===== src/rtl/rxs_pkg.sv =====
package rxs_pkg;
   // Register offsets; the ticks offset is the one that commits a command.
   localparam int OFS_CMD  = 0;
   localparam int OFS_SEC  = 1;
   localparam int OFS_TICK = 2;

   typedef enum logic [1:0] {
      ST_IDLE = 2'd0,
      ST_WAIT = 2'd1,
      ST_RUN  = 2'd2
   } sched_st_e;
endpackage


===== src/rtl/rxs_regs.sv =====
module rxs_regs #(
   parameter int AW        = 8,
   parameter int DW        = 32,
   parameter int CNT_W     = 30,
   parameter int BASE_ADDR = 176,
   localparam int TIME_W   = 2 * DW,
   localparam int ENTRY_W  = 2 + CNT_W + TIME_W
) (
   input  logic               clk,
   input  logic               rst,
   input  logic               wr_stb,
   input  logic [AW-1:0]      wr_addr,
   input  logic [DW-1:0]      wr_data,
   output logic               latch,
   output logic [ENTRY_W-1:0] entry
);
   import rxs_pkg::*;

   localparam logic [AW-1:0] A_CMD  = AW'(BASE_ADDR + OFS_CMD);
   localparam logic [AW-1:0] A_SEC  = AW'(BASE_ADDR + OFS_SEC);
   localparam logic [AW-1:0] A_TICK = AW'(BASE_ADDR + OFS_TICK);

   logic [CNT_W+1:0] cmd_q;
   logic [DW-1:0]    sec_q;

   always_ff @(posedge clk) begin
      if (rst) begin
         cmd_q <= '0;
         sec_q <= '0;
      end else if (wr_stb) begin
         if (wr_addr == A_CMD)
            cmd_q <= {wr_data[DW-1], wr_data[DW-2], wr_data[CNT_W-1:0]};
         if (wr_addr == A_SEC)
            sec_q <= wr_data;
      end
   end

   assign latch = wr_stb && (wr_addr == A_TICK);
   assign entry = {cmd_q, sec_q, wr_data};

   // staging words move only on their own address
   p_stage_hold_r1: assert property (@(posedge clk) disable iff (rst)
      !(wr_stb && wr_addr == A_CMD) |=> $stable(cmd_q));
endmodule


===== src/rtl/rxs_fifo.sv =====
module rxs_fifo #(
   parameter int W     = 96,
   parameter int DEPTH = 4,
   localparam int PW   = (DEPTH > 1) ? $clog2(DEPTH) : 1,
   localparam int CW   = $clog2(DEPTH + 1)
) (
   input  logic         clk,
   input  logic         rst,
   input  logic         wr,
   input  logic [W-1:0] wr_data,
   input  logic         rd,
   output logic [W-1:0] head,
   output logic         empty,
   output logic         full
);
   localparam logic [CW-1:0] FULL_CNT = CW'(DEPTH);
   localparam logic [PW-1:0] LAST_IDX = PW'(DEPTH - 1);

   logic [W-1:0]  mem [DEPTH];
   logic [PW-1:0] wp, rp;
   logic [CW-1:0] cnt;
   logic          do_wr, do_rd;

   assign empty = (cnt == '0);
   assign full  = (cnt == FULL_CNT);
   assign do_wr = wr && !full;
   assign do_rd = rd && !empty;
   assign head  = mem[rp];

   // Pointer advance: natural wrap for a power-of-two depth, compare otherwise.
   function automatic logic [PW-1:0] nxt_ptr(input logic [PW-1:0] p);
      return p + PW'(1);
   endfunction

   generate
      if ((DEPTH & (DEPTH - 1)) == 0) begin : g_pow2
         always_ff @(posedge clk) begin
            if (rst) begin
               wp <= '0;
               rp <= '0;
            end else begin
               if (do_wr) wp <= nxt_ptr(wp);
               if (do_rd) rp <= nxt_ptr(rp);
            end
         end
      end else begin : g_wrap
         always_ff @(posedge clk) begin
            if (rst) begin
               wp <= '0;
               rp <= '0;
            end else begin
               if (do_wr) wp <= (wp == LAST_IDX) ? '0 : nxt_ptr(wp);
               if (do_rd) rp <= (rp == LAST_IDX) ? '0 : nxt_ptr(rp);
            end
         end
      end
   endgenerate

   always_ff @(posedge clk) begin
      if (do_wr) mem[wp] <= wr_data;
   end

   always_ff @(posedge clk) begin
      if (rst)
         cnt <= '0;
      else if (do_wr && !do_rd)
         cnt <= cnt + CW'(1);
      else if (do_rd && !do_wr)
         cnt <= cnt - CW'(1);
   end

   // a write into a full queue leaves it full, not wrapped
   p_no_overflow_r3: assert property (@(posedge clk) disable iff (rst)
      (full && wr && !rd) |=> full);
   // the scheduler never pops an empty queue
   p_pop_nonempty_r8: assert property (@(posedge clk) disable iff (rst)
      rd |-> !empty);
endmodule


===== src/rtl/rxs_sched.sv =====
module rxs_sched #(
   parameter int CNT_W  = 30,
   parameter int TIME_W = 64
) (
   input  logic              clk,
   input  logic              rst,
   input  logic              hd_now,
   input  logic              hd_link,
   input  logic [CNT_W-1:0]  hd_cnt,
   input  logic [TIME_W-1:0] hd_time,
   input  logic              q_empty,
   input  logic [TIME_W-1:0] now_time,
   input  logic              latch,
   input  logic              samp_stb,
   input  logic              samp_ready,
   output logic              q_pop,
   output logic              samp_valid,
   output logic              streaming,
   output logic              err_late,
   output logic              err_underflow,
   output logic              err_overrun
);
   import rxs_pkg::*;

   sched_st_e        state, nxt_state;
   logic [CNT_W-1:0] rem;
   logic             link;
   logic             take, dec;
   logic             set_late, set_unf, set_ovr;
   logic             due, past;

   assign due  = (now_time >= hd_time);
   assign past = (now_time > hd_time);

   always_comb begin
      nxt_state = state;
      take      = 1'b0;
      dec       = 1'b0;
      set_late  = 1'b0;
      set_unf   = 1'b0;
      set_ovr   = 1'b0;
      q_pop     = 1'b0;
      case (state)
         ST_IDLE, ST_WAIT: begin
            if (!err_overrun && !q_empty) begin
               if (hd_now)
                  take = 1'b1;
               else if (state == ST_IDLE && past) begin
                  q_pop     = 1'b1;
                  set_late  = 1'b1;
                  nxt_state = ST_IDLE;
               end else if (due)
                  take = 1'b1;
               else
                  nxt_state = ST_WAIT;
            end
         end
         ST_RUN: begin
            if (samp_stb) begin
               if (!samp_ready) begin
                  set_ovr   = 1'b1;
                  nxt_state = ST_IDLE;
               end else if (rem == CNT_W'(1)) begin
                  nxt_state = ST_IDLE;
                  if (link) begin
                     if (!q_empty) take = 1'b1;
                     else          set_unf = 1'b1;
                  end
               end else
                  dec = 1'b1;
            end
         end
         default: nxt_state = ST_IDLE;
      endcase
      if (take) begin
         q_pop     = 1'b1;
         nxt_state = (hd_cnt != '0) ? ST_RUN : ST_IDLE;
      end
   end

   always_ff @(posedge clk) begin
      if (rst) begin
         state <= ST_IDLE;
         rem   <= '0;
         link  <= 1'b0;
      end else begin
         state <= nxt_state;
         if (take) begin
            rem  <= hd_cnt;
            link <= hd_link;
         end else if (dec)
            rem <= rem - CNT_W'(1);
      end
   end

   always_ff @(posedge clk) begin
      if (rst) begin
         err_late      <= 1'b0;
         err_underflow <= 1'b0;
         err_overrun   <= 1'b0;
      end else begin
         err_late      <= (err_late      && !latch) || set_late;
         err_underflow <= (err_underflow && !latch) || set_unf;
         err_overrun   <= (err_overrun   && !latch) || set_ovr;
      end
   end

   assign streaming  = (state == ST_RUN);
   assign samp_valid = streaming && samp_stb && samp_ready;

   // an active command always has samples left
   p_run_left_r4: assert property (@(posedge clk) disable iff (rst)
      (state == ST_RUN) |-> (rem != '0));
   // a timed command before its start time keeps waiting
   p_wait_early_r5: assert property (@(posedge clk) disable iff (rst)
      (state == ST_WAIT && !past && !due) |=> (state == ST_WAIT));
   // a late drop never starts a stream
   p_late_idle_r6: assert property (@(posedge clk) disable iff (rst)
      $rose(err_late) |-> (state == ST_IDLE));
   // an overrun halts the stream in the same cycle it is flagged
   p_ovr_halt_r10: assert property (@(posedge clk) disable iff (rst)
      $rose(err_overrun) |-> (state == ST_IDLE));
endmodule


===== src/rtl/rx_stream_sched.sv =====
module rx_stream_sched #(
   parameter int AW        = 8,
   parameter int DW        = 32,
   parameter int CNT_W     = 30,
   parameter int DEPTH     = 4,
   parameter int BASE_ADDR = 176,
   localparam int TIME_W   = 2 * DW,
   localparam int ENTRY_W  = 2 + CNT_W + TIME_W
) (
   input  logic              clk,
   input  logic              rst,
   input  logic              cfg_stb,
   input  logic [AW-1:0]     cfg_addr,
   input  logic [DW-1:0]     cfg_data,
   input  logic [TIME_W-1:0] now_time,
   input  logic              dsp_stb,
   input  logic              dn_ready,
   output logic              dn_valid,
   output logic              streaming,
   output logic              err_late,
   output logic              err_underflow,
   output logic              err_overrun
);
   initial begin
      assert (CNT_W >= 1 && CNT_W <= DW - 2) else $fatal(1, "CNT_W out of range");
      assert (DEPTH >= 2) else $fatal(1, "DEPTH must be at least 2");
      assert (BASE_ADDR + 2 < (1 << AW)) else $fatal(1, "BASE_ADDR too high");
   end

   logic               latch, q_empty, q_full, q_pop;
   logic [ENTRY_W-1:0] entry, head;

   rxs_regs #(.AW(AW), .DW(DW), .CNT_W(CNT_W), .BASE_ADDR(BASE_ADDR)) i_regs (
      .clk     (clk),
      .rst     (rst),
      .wr_stb  (cfg_stb),
      .wr_addr (cfg_addr),
      .wr_data (cfg_data),
      .latch   (latch),
      .entry   (entry)
   );

   rxs_fifo #(.W(ENTRY_W), .DEPTH(DEPTH)) i_fifo (
      .clk     (clk),
      .rst     (rst),
      .wr      (latch),
      .wr_data (entry),
      .rd      (q_pop),
      .head    (head),
      .empty   (q_empty),
      .full    (q_full)
   );

   rxs_sched #(.CNT_W(CNT_W), .TIME_W(TIME_W)) i_sched (
      .clk           (clk),
      .rst           (rst),
      .hd_now        (head[ENTRY_W-1]),
      .hd_link       (head[ENTRY_W-2]),
      .hd_cnt        (head[TIME_W +: CNT_W]),
      .hd_time       (head[TIME_W-1:0]),
      .q_empty       (q_empty),
      .now_time      (now_time),
      .latch         (latch),
      .samp_stb      (dsp_stb),
      .samp_ready    (dn_ready),
      .q_pop         (q_pop),
      .samp_valid    (dn_valid),
      .streaming     (streaming),
      .err_late      (err_late),
      .err_underflow (err_underflow),
      .err_overrun   (err_overrun)
   );

   // a ticks write clears a flag unless it is raised again
   p_flag_clear_r11: assert property (@(posedge clk) disable iff (rst)
      (latch && !q_full && err_underflow && !streaming) |=> !err_underflow);
   // a forwarded sample needs a ready downstream
   p_valid_ready_r12: assert property (@(posedge clk) disable iff (rst)
      dn_valid |-> (dn_ready && streaming));
endmodule


===== config.mk =====
export PLATFORM = sky130hd
export DESIGN_NAME = rx_stream_sched
export DESIGN_NICKNAME = d
export VERILOG_FILES = /design/src/rtl/rxs_pkg.sv /design/src/rtl/rxs_regs.sv /design/src/rtl/rxs_fifo.sv /design/src/rtl/rxs_sched.sv /design/src/rtl/rx_stream_sched.sv
export SDC_FILE = /design/constraint.sdc
export NUM_CORES = 1
export LEC_CHECK = 0
export BUFFER_PORTS_ARGS = -buffer_cell sky130_fd_sc_hd__buf_2
export CAP_MARGIN = 10
export CELL_PAD_IN_SITES_DETAIL_PLACEMENT = 1
export CELL_PAD_IN_SITES_GLOBAL_PLACEMENT = 2
export CORE_MARGIN = 1
export CORE_UTILIZATION = 48
export CTS_CLUSTER_DIAMETER = 40
export DETAILED_ROUTE_END_ITERATION = 8
export GPL_ROUTABILITY_DRIVEN = 0
export HOLD_SLACK_MARGIN = 0.15
export PLACE_DENSITY = 0.85
export SLEW_MARGIN = 5
export SYNTH_ARGS = -nofsm -noshare
export SYNTH_HDL_FRONTEND = slang
export SYNTH_SLANG_ARGS = --single-unit

===== constraint.sdc =====
create_clock -name clk -period 16.65 [get_ports clk]
set_clock_uncertainty 0.1 [all_clocks]
set_input_delay 3.33 -clock clk [delete_from_list [all_inputs] [get_ports clk]]
set_output_delay 3.33 -clock clk [all_outputs]
set_load 0.02 [all_outputs]

== Yosys cells after proc, flatten, opt, wreduce, memory -nomap -nowiden ==
Memory sizes are Yosys's and may differ from the RTL's. A register that Yosys moved wholly into a read port is not among the register bits.
Cells that the tools add are included.
Word-level totals
  memories: 1
  register bits after elaboration: 107
  RAM bits: 384
  output and inout bits: 5
  bits of input ports: 109
Cells by class
  add/sub/neg operators: 5
  reduce and logical (&&, ||, !) cells: 30
  mux-type cells: 46
  equal/unequal tests: 12
  $lt $le $gt $ge: 2
Memories
  i_fifo.mem: depth 4, width 96, read ports 1, clocked after memory_dff 1, write ports 1, RTL line rxs_fifo.sv:19  | logic [W-1:0] mem [DEPTH];
Operator list (count)
  64-bit >= comparator: 1
  64-bit > comparator: 1
  30-bit two-way mux: 2
  30-bit by 1-bit equality test with 1-bit output (second input constant): 1
  30-bit nonzero test: 1
  30-bit by 1-bit subtractor with 30-bit output (second input constant): 1
  1-bit two-way mux: 29
  8-bit equality test (second input constant): 3
  2-bit two-way mux: 11
  1-bit logical AND: 12
  1-bit zero test: 6
  3-bit two-way mux: 2
  5-bit AND reduction: 1
  2-bit by 1-bit adder with 2-bit output (second input constant): 2
  4-bit by 3-bit inequality test with 1-bit output (second input constant): 1
  4-bit inequality test (second input constant): 1
  2-bit case mux with 2 select lines: 1
  2-bit AND reduction: 2
  2-bit nonzero test: 2
  3-bit by 1-bit adder with 3-bit output (second input constant): 1
  3-bit equality test (second input constant): 1
  3-bit zero test: 1
  1-bit logical OR: 3
  3-bit by 1-bit inequality test with 1-bit output (second input constant): 1
  other kinds (8): 8

== Longest topological paths before layout ==
Gate-level depths: netlist of the first run.
  depth after elaboration: 12
  gate-level depth with buffers: 20
  gate-level depth less buffers: 16

== Hierarchy ==
From an unflattened synthesis of the first run, not the netlist that was laid out.
Second synthesis, totals
  cells, all modules: 1315
  area total of the unflattened synthesis: 21021.4 um^2
Modules (own cells, without submodules)
  rxs_fifo: seq. area each 11711.2 um^2, cells each 550, area an instance 14301.2 um^2, instances 1
  rxs_sched: seq. area each 720.7 um^2, cells each 485, area an instance 3762.4 um^2, instances 1
  rxs_regs: seq. area each 1281.2 um^2, cells each 280, area an instance 2957.8 um^2, instances 1

== Worst setup path before layout of the first run ==
No wires, ideal clock.
  kind: input to register
  start: in cfg_addr[6]
  end: mem i_fifo.mem[0][0] (enable)
  data required time: 16.084 ns
  stages: 5
  buffers on the path: 0
  path slack: 9.261 ns
  setup time: 0.466 ns
  data arrival time: 6.823 ns
  cells stage by stage: and4b_1 > nand3_1 > or3b_2 > a21oi_1 > and2_1
Between the ends
  word-level cells in the longest chain between the ends: 5
RTL lines
  start: declaration: RTL line rx_stream_sched.sv:13  | input logic [AW-1:0] cfg_addr,
  8-bit equality test: RTL line rxs_regs.sv:38  | assign latch = wr_stb && (wr_addr == A_TICK);
  1-bit logical AND: RTL line rxs_regs.sv:38
  1-bit logical AND: RTL line rxs_fifo.sv:26  | assign do_wr = wr && !full;
  via i_fifo.do_wr: RTL line rxs_fifo.sv:22  | logic do_wr, do_rd;
  1-bit two-way mux: RTL line rxs_fifo.sv:60  | if (do_wr) mem[wp] <= wr_data;
  1-bit two-way mux (not written as such): RTL line rxs_fifo.sv:60
  end: declaration: RTL line rxs_fifo.sv:19
The timed path passes the listed nets, and every way through them passes these cells.

== Worst setup path in the final report of the first run ==
  start: in dsp_stb
  end: out dn_valid
Between the ends
  word-level cells in the longest chain between the ends: 2
RTL lines
  start: declaration: RTL line rx_stream_sched.sv:16  | input logic dsp_stb,
  1-bit logical AND (2 in series): RTL line rxs_sched.sv:109  | assign samp_valid = streaming && samp_stb && samp_ready;
  end: declaration: RTL line rx_stream_sched.sv:18  | output logic dn_valid,
Every way passes these cells.

==> impl_metrics.py, run 1 <==
metrics = {
    "detailed_routing": {
        "wl_um": 50600,
        "vias": 12000,
        "dr.pass1.iters": 5,
        "drt_iter0_drc": 816,
        "drc": 0,
        "avgViaCountPerCell": 5.84,
        "drt-wirelength-per-cell_um": 24.6,
        "postRouteAntennaNets": 0,
    },
    "layout": {
        "area_delta_synth_final_pct": 17.6,
        "regArea_mm2": 0.0137,
        "stdcell_count": 2053,
        "fin_area_mm2": 0.0238,
        "fill_cells": 3836,
        "drive_above_1_share": 0.236,
        "fin_nets": 1648,
        "multiInputGateArea_mm2": 0.00600,
    },
    "worst_hold_path": {
        "hold_path.class": "register to register",
    },
    "power_and_ir_drop": {
        "power_density_mw_per_mm2": 152,
        "leakage_nw": 8.19,
        "ir_worst_vdd_uv": 95.5,
    },
    "floorplanning": {
        "core_area_mm2": 0.0412,
        "fp.dieW_um": 207,
        "die-area_mm2": 0.0429,
        "boundaryPins": 114,
        "start_util": 0.490,
        "die_y_um": 207,
        "rows": 74,
    },
    "job": {
        "maxCapViolCount": 0,
    },
    "clock_tree": {
        "clkSinkCount": 493,
        "cts_buffer_depth": 3,
        "clkLatencyLatePin_ns": 0.58,
        "cts_max_level": 3,
        "cts_buffers": 66,
        "cts_hold_buf": 0,
        "cts-resized-gates": 0,
        "cts_setup_buffers": 0,
        "root_buffer": "clkbuf_16",
        "cts_tree": "built",
        "clkTransAtPathRegs_ns": 0.05,
    },
    "status": {
        "outcome": "complete, no violations",
    },
    "global_route": {
        "antenna_found_initial": 2,
        "grt_max_degree": 75,
        "grt_pass1_wl_um": 78000,
        "grt-ovfl-total": 0,
        "grtUsageTotal": 0.242,
        "grt_pass1_vias": 12900,
    },
    "logic_synthesis": {
        "synth_edf_count": 384,
        "synthDominantCellAreaShare": 0.571,
        "syn-num-nets": 1513,
        "synth_area_leaders": "edfxtp_1, dfxtp_1, mux4_2, ha_1, a21oi_1",
        "ys_seq_elements": 493,
        "ys.warnings.count": 0,
        "seq_area_frac_synth": 0.679,
        "yosysTopAreaCell": "edfxtp_1",
        "synth.avg_cell_area_um2": 15.2,
        "synth_flop_cell": "edfxtp_1",
        "ys_types": 66,
        "synth_cells": 1332,
        "async_flop_share": 0,
        "synth_area_mm2": 0.0202,
    },
    "timing": {
        "setup_tns_ns": 0,
        "hold_viol": 0,
        "rsz0062_at_grt": "false",
        "tightest_slew_ns": 1.07,
        "finalMaxSlewViolations": 0,
        "setup_viol": 0,
        "max_freq_ghz": 0.136,
        "slew_headroom": 0.283,
        "fin_crit_sh": 0.441,
        "min_period_ns": 7.34,
    },
    "placement": {
        "placedCellCount": 1931,
        "dpl.hpwl_um": 31400,
        "portBuffers": 113,
        "postPlaceCellArea_mm2": 0.0213,
    },
    "worst_setup_path": {
        "startpoint_type": "input port",
        "crit_arrival_ns": 3.91,
        "critPathRequiredTime_ns": 13.22,
        "path_class": "input port to primary output",
        "endpoint_kind": "primary output",
        "crit_fanout": 5,
    },
}
## critical path: stages
cell and delay [ns]:
buf_2 0.10, and3_1 0.27, buf_2 0.21
## cells by family (layout without fill, tap and decap cells)
kind of cell / after synthesis / in the layout / share of synthesized area
compound gates: 201 / 201 / 0.0588
xor+xnor: 25 / 25 / 0.0108
fa+ha+maj: 72 / 72 / 0.0450
buf+inv: 135 / 323 / 0.0253
flops: 493 / 493 / 0.679
mux: 99 / 99 / 0.108
other cells: 0 / 1 / 0
simple gates: 307 / 307 / 0.0730
## worst paths after layout
kind / slack [ns] / end / startpoint / depth (start not counted)
worst min register to register: 0.35 / i_sched.err_underflow / i_sched.err_underflow / 2
worst min-delay path: 0.35 / i_sched.err_underflow / i_sched.err_underflow / 2
worst max-delay path: 9.31 / dn_valid / dsp_stb / 3
worst max register to register: 10.11 / i_fifo.cnt[2] / register / 18
## stage by stage
| step | setup WS [ns] | total power, W | hold slack [ns] | utilization |
|---|---|---|---|---|
| global placement | 9.32 | 0.00208 | 0.342 | 0.518 |
| global route | 9.22 | 0.00376 | 0.415 | 0.577 |
| CTS | 9.31 | 0.00364 | 0.361 | 0.577 |
| detailed placement | 9.12 | 0.00211 | 0.355 | 0.518 |
| floorplan | 9.26 | 0.00191 | 0.357 | - |
| finish | 9.31 | 0.00361 | 0.354 | 0.577 |
## Yosys cell counts, types with 3 or more instances
cell type	count
edfxtp_1	384
nand2_1	161
a21oi_1	125
dfxtp_1	109
mux4_2	96
inv_1	74
ha_1	71
clkbuf_1	42
nor2_1	33
a211oi_1	21
o21ai_0	20
nor3_1	19
xnor2_1	17
nor4_1	16
buf_1	15
nand4_1	15
nand3_1	10
xor2_1	8
and2_1	7
a21o_1	6
nand2b_1	6
or3_1	6
or4_1	5
a31oi_1	4
buf_2	4
a41oi_1	3
mux2i_1	3
nor2b_1	3
nor3b_1	3
## cell type report
cell class	instances	area share
Clock buffer	85	0.0800
Sequential cell	493	0.577
Multi-Input combinational cell	704	0.253
Timing Repair Buffer	128	0.0286
Clock inverter	36	0.0215
Inverter	74	0.0117
Tap cell	532	0.0280
Antenna cell	1	0.000105
## placed cells by master (no fill, tap or decap), types with 4 or more instances in the layout
cell type	Yosys	layout
nor4_1	16	16
and2_4	0	4
a211oi_1	21	21
clkinv_2	0	5
ha_1	71	71
or3_1	6	6
nand2_1	161	161
nor2_1	33	33
nor3_1	19	18
clkinv_4	0	4
clkbuf_1	42	8
buf_2	4	112
clkinvlp_4	0	6
buf_4	0	16
dfxtp_1	109	107
a21oi_1	125	124
a21o_1	6	6
clkbuf_16	0	72
inv_1	74	74
xnor2_1	17	17
clkbuf_8	0	5
nand2b_1	6	6
inv_6	0	6
xor2_1	8	8
a31oi_1	4	4
o21ai_0	20	20
nand4_1	15	15
or4_1	5	5
edfxtp_1	384	384
bufinv_16	0	11
nand3_1	10	10
mux4_2	96	96
## metal layers
metal / global-route usage / vias to the layer above / routed length, um
met4: 0.0646 / 2 / 878
li1: - / 5369 / -
met1: 0.314 / 6207 / 21100
met2: 0.416 / 341 / 25800
met5: 0 / - / 13
met3: 0.0500 / 71 / 2820
## sequential cells by signal, indices dropped and copies added (netlist names), 2 cells and up, named ones only
register,cells
i_fifo.rp,2
i_fifo.mem,384
i_regs.sec_q,32
i_regs.cmd_q,32
i_sched.state,2
i_fifo.wp,2
i_sched.rem,30
i_fifo.cnt,3
## report_power, final
part	total, W	switching [W]	internal, W
registers	0.00143	0.0000692	0.00136
clock network	0.00152	0.000538	0.000984
logic	0.000660	0.000361	0.000300
total	0.00361	0.000968	0.00264
(Power assumes the default switching activity.)
==> inputs of run 2 (changes only) <==
CORE_UTILIZATION = 45   (was 48)
PLACE_DENSITY = 0.81   (was 0.85)
clock period = 7.28 ns   (was 16.65 ns; I/O delays follow)
==> impl_metrics.py, run 2 (synthesis results as in run 1) <==
metrics = {
    "layout": {
        "mostFrequentLayoutCells": "edfxtp_1, nand2_1, a21oi_1",
        "fin_nets": 1658,
        "drive_above_1_share": 0.241,
        "area_delta_synth_final_pct": 17.6,
        "largest_reg_flops": 384,
        "top_register": "i_fifo.mem",
        "fin_area_mm2": 0.0238,
        "layout.cells.most_common": "edfxtp_1",
        "reg_top3": "i_fifo.mem x384, i_regs.cmd_q x32, i_regs.sec_q x32",
    },
    "clock_tree": {
        "clkSinkCount": 493,
        "cts_setup_buffers": 0,
        "clkTransAtPathRegs_ns": 0.06,
        "cts_buffers": 67,
        "cts_max_level": 3,
        "cts-resized-gates": 0,
        "clkLatencyLatePin_ns": 0.59,
        "cts_hold_buf": 0,
        "root_buffer": "clkbuf_16",
        "cts_tree": "built",
        "cts_buffer_depth": 3,
    },
    "power_and_ir_drop": {
        "finalPower_w": 0.00808,
        "power_density_mw_per_mm2": 340,
        "ir_worst_vdd_uv": 214,
        "leakage_nw": 8.17,
    },
    "detailed_routing": {
        "dr.pass1.iters": 5,
        "drt-wirelength-per-cell_um": 23.8,
        "vias": 11900,
        "drt_iter0_drc": 823,
        "wl_um": 50500,
        "postRouteAntennaNets": 0,
        "avgViaCountPerCell": 5.62,
        "drc": 0,
    },
    "global_route": {
        "grtUsageTotal": 0.226,
        "grt_pass1_wl_um": 78100,
        "antenna_found_initial": 0,
        "grt_pass1_vias": 12900,
        "grt-ovfl-total": 0,
        "grt_max_degree": 79,
    },
    "worst_hold_path": {
        "hold_path.class": "register to register",
    },
    "floorplanning": {
        "start_util": 0.457,
        "die_y_um": 214,
        "fp.dieW_um": 214,
        "core_area_mm2": 0.0442,
        "rows": 77,
        "boundaryPins": 114,
        "die-area_mm2": 0.0458,
    },
    "worst_setup_path": {
        "crit_arrival_ns": 6.24,
        "crit_path_top_delay_cell": "nor4bb_1",
        "cp_cell_sequence": "buf_4, mux4_2, inv_1, ha_1, nand4_1, nor4bb_1, nand3_1, nand4b_1, nor2b_1, a31oi_1, nor2_1, ha_1, inv_1, fa_1, xor2_1, or3_1, a21oi_1",
        "critPathRequiredTime_ns": 7.68,
        "cpLargestDelayFamily": "simple AND/OR/NAND/NOR gates",
        "path_class": "register to register",
        "endpoint_kind": "register",
        "cp_num_buf_inv": 3,
        "max_stage_delay_ns": 0.86,
        "crit_fanout": 34,
        "startpoint_type": "register",
    },
    "timing": {
        "tightest_slew_ns": 1.06,
        "finalMaxSlewViolations": 0,
        "slew_headroom": 0.292,
        "min_period_ns": 5.84,
        "rsz0062_at_grt": "false",
        "setup_tns_ns": 0,
        "setup_viol": 0,
        "max_freq_ghz": 0.171,
        "timing.hold.ws_ns": 0.375,
        "fin_ws_ns": 1.44,
        "fin_crit_sh": 0.803,
        "hold_viol": 0,
    },
    "placement": {
        "dpl.hpwl_um": 32200,
        "place_ws_ns": 1.54,
        "portBuffers": 113,
        "postPlaceCellArea_mm2": 0.0215,
    },
    "job": {
        "maxCapViolCount": 0,
    },
    "status": {
        "outcome": "complete, no violations",
    },
}
-- run 2: changes by cell type in the layout (fill, tap and decap cells not counted) --
cell / before / now
bufinv_16: 11 / 7
clkbuf_16: 72 / 67
buf_4: 16 / 23
buf_12: 0 / 2
clkinv_8: 0 / 3
clkinvlp_4: 6 / 5
clkinv_4: 4 / 6
clkbuf_8: 5 / 1
clkinv_1: 3 / 4
inv_8: 1 / 3
inv_6: 6 / 13
-- run 2: power by group --
part	switching, W	internal [W]
logic	0.000806	0.000701
registers	0.000171	0.00311
clock network	0.00129	0.00199
-- run 2: path summary, 6_finish.rpt --
check,from,end,slack [ns],cells after the start
setup / recovery,register,i_fifo.cnt[2],1.44,17
hold / removal,i_sched.err_underflow,i_sched.err_underflow,0.37,2
setup reg to reg,register,i_fifo.cnt[2],1.44,17
hold reg to reg,i_sched.err_underflow,i_sched.err_underflow,0.37,2
-- run 2: stage by stage --
stage	util	instances
finish	0.538	2123
global route	0.538	2122
CTS	0.538	2122
detailed placement	0.487	2000
global placement	0.487	2000
floorplan	-	1332
-- run 2: cell type report --
class                           count  area, um^2
Timing Repair Buffer              137         773
Clock buffer                       76        1720
Inverter                           74         278
Multi-Input combinational cell    704        6000
Clock inverter                     46         537
Fill cell                        4199       20400
Sequential cell                   493       13700
Tap cell                          592         741
Antenna cell                        1        2.50
-- run 2: routing by layer --
layer | global-route usage | routed length [um]
met5 | 0 | 0
met4 | 0.0743 | 1290
met3 | 0.0392 | 2130
met2 | 0.378 | 25300
met1 | 0.298 | 21700
-- run 2: worst reg2reg max path: stages, from the launching register on --
cell	delay (ns)
dfxtp_4	0.83
buf_4	0.34
mux4_2	0.51
inv_1	0.09
ha_1	0.17
nand4_1	0.18
nor4bb_1	0.86
nand3_1	0.46
nand4b_1	0.43
nor2b_1	0.25
a31oi_1	0.38
nor2_1	0.11
ha_1	0.26
inv_1	0.08
fa_1	0.17
xor2_1	0.08
or3_1	0.30
a21oi_1	0.14
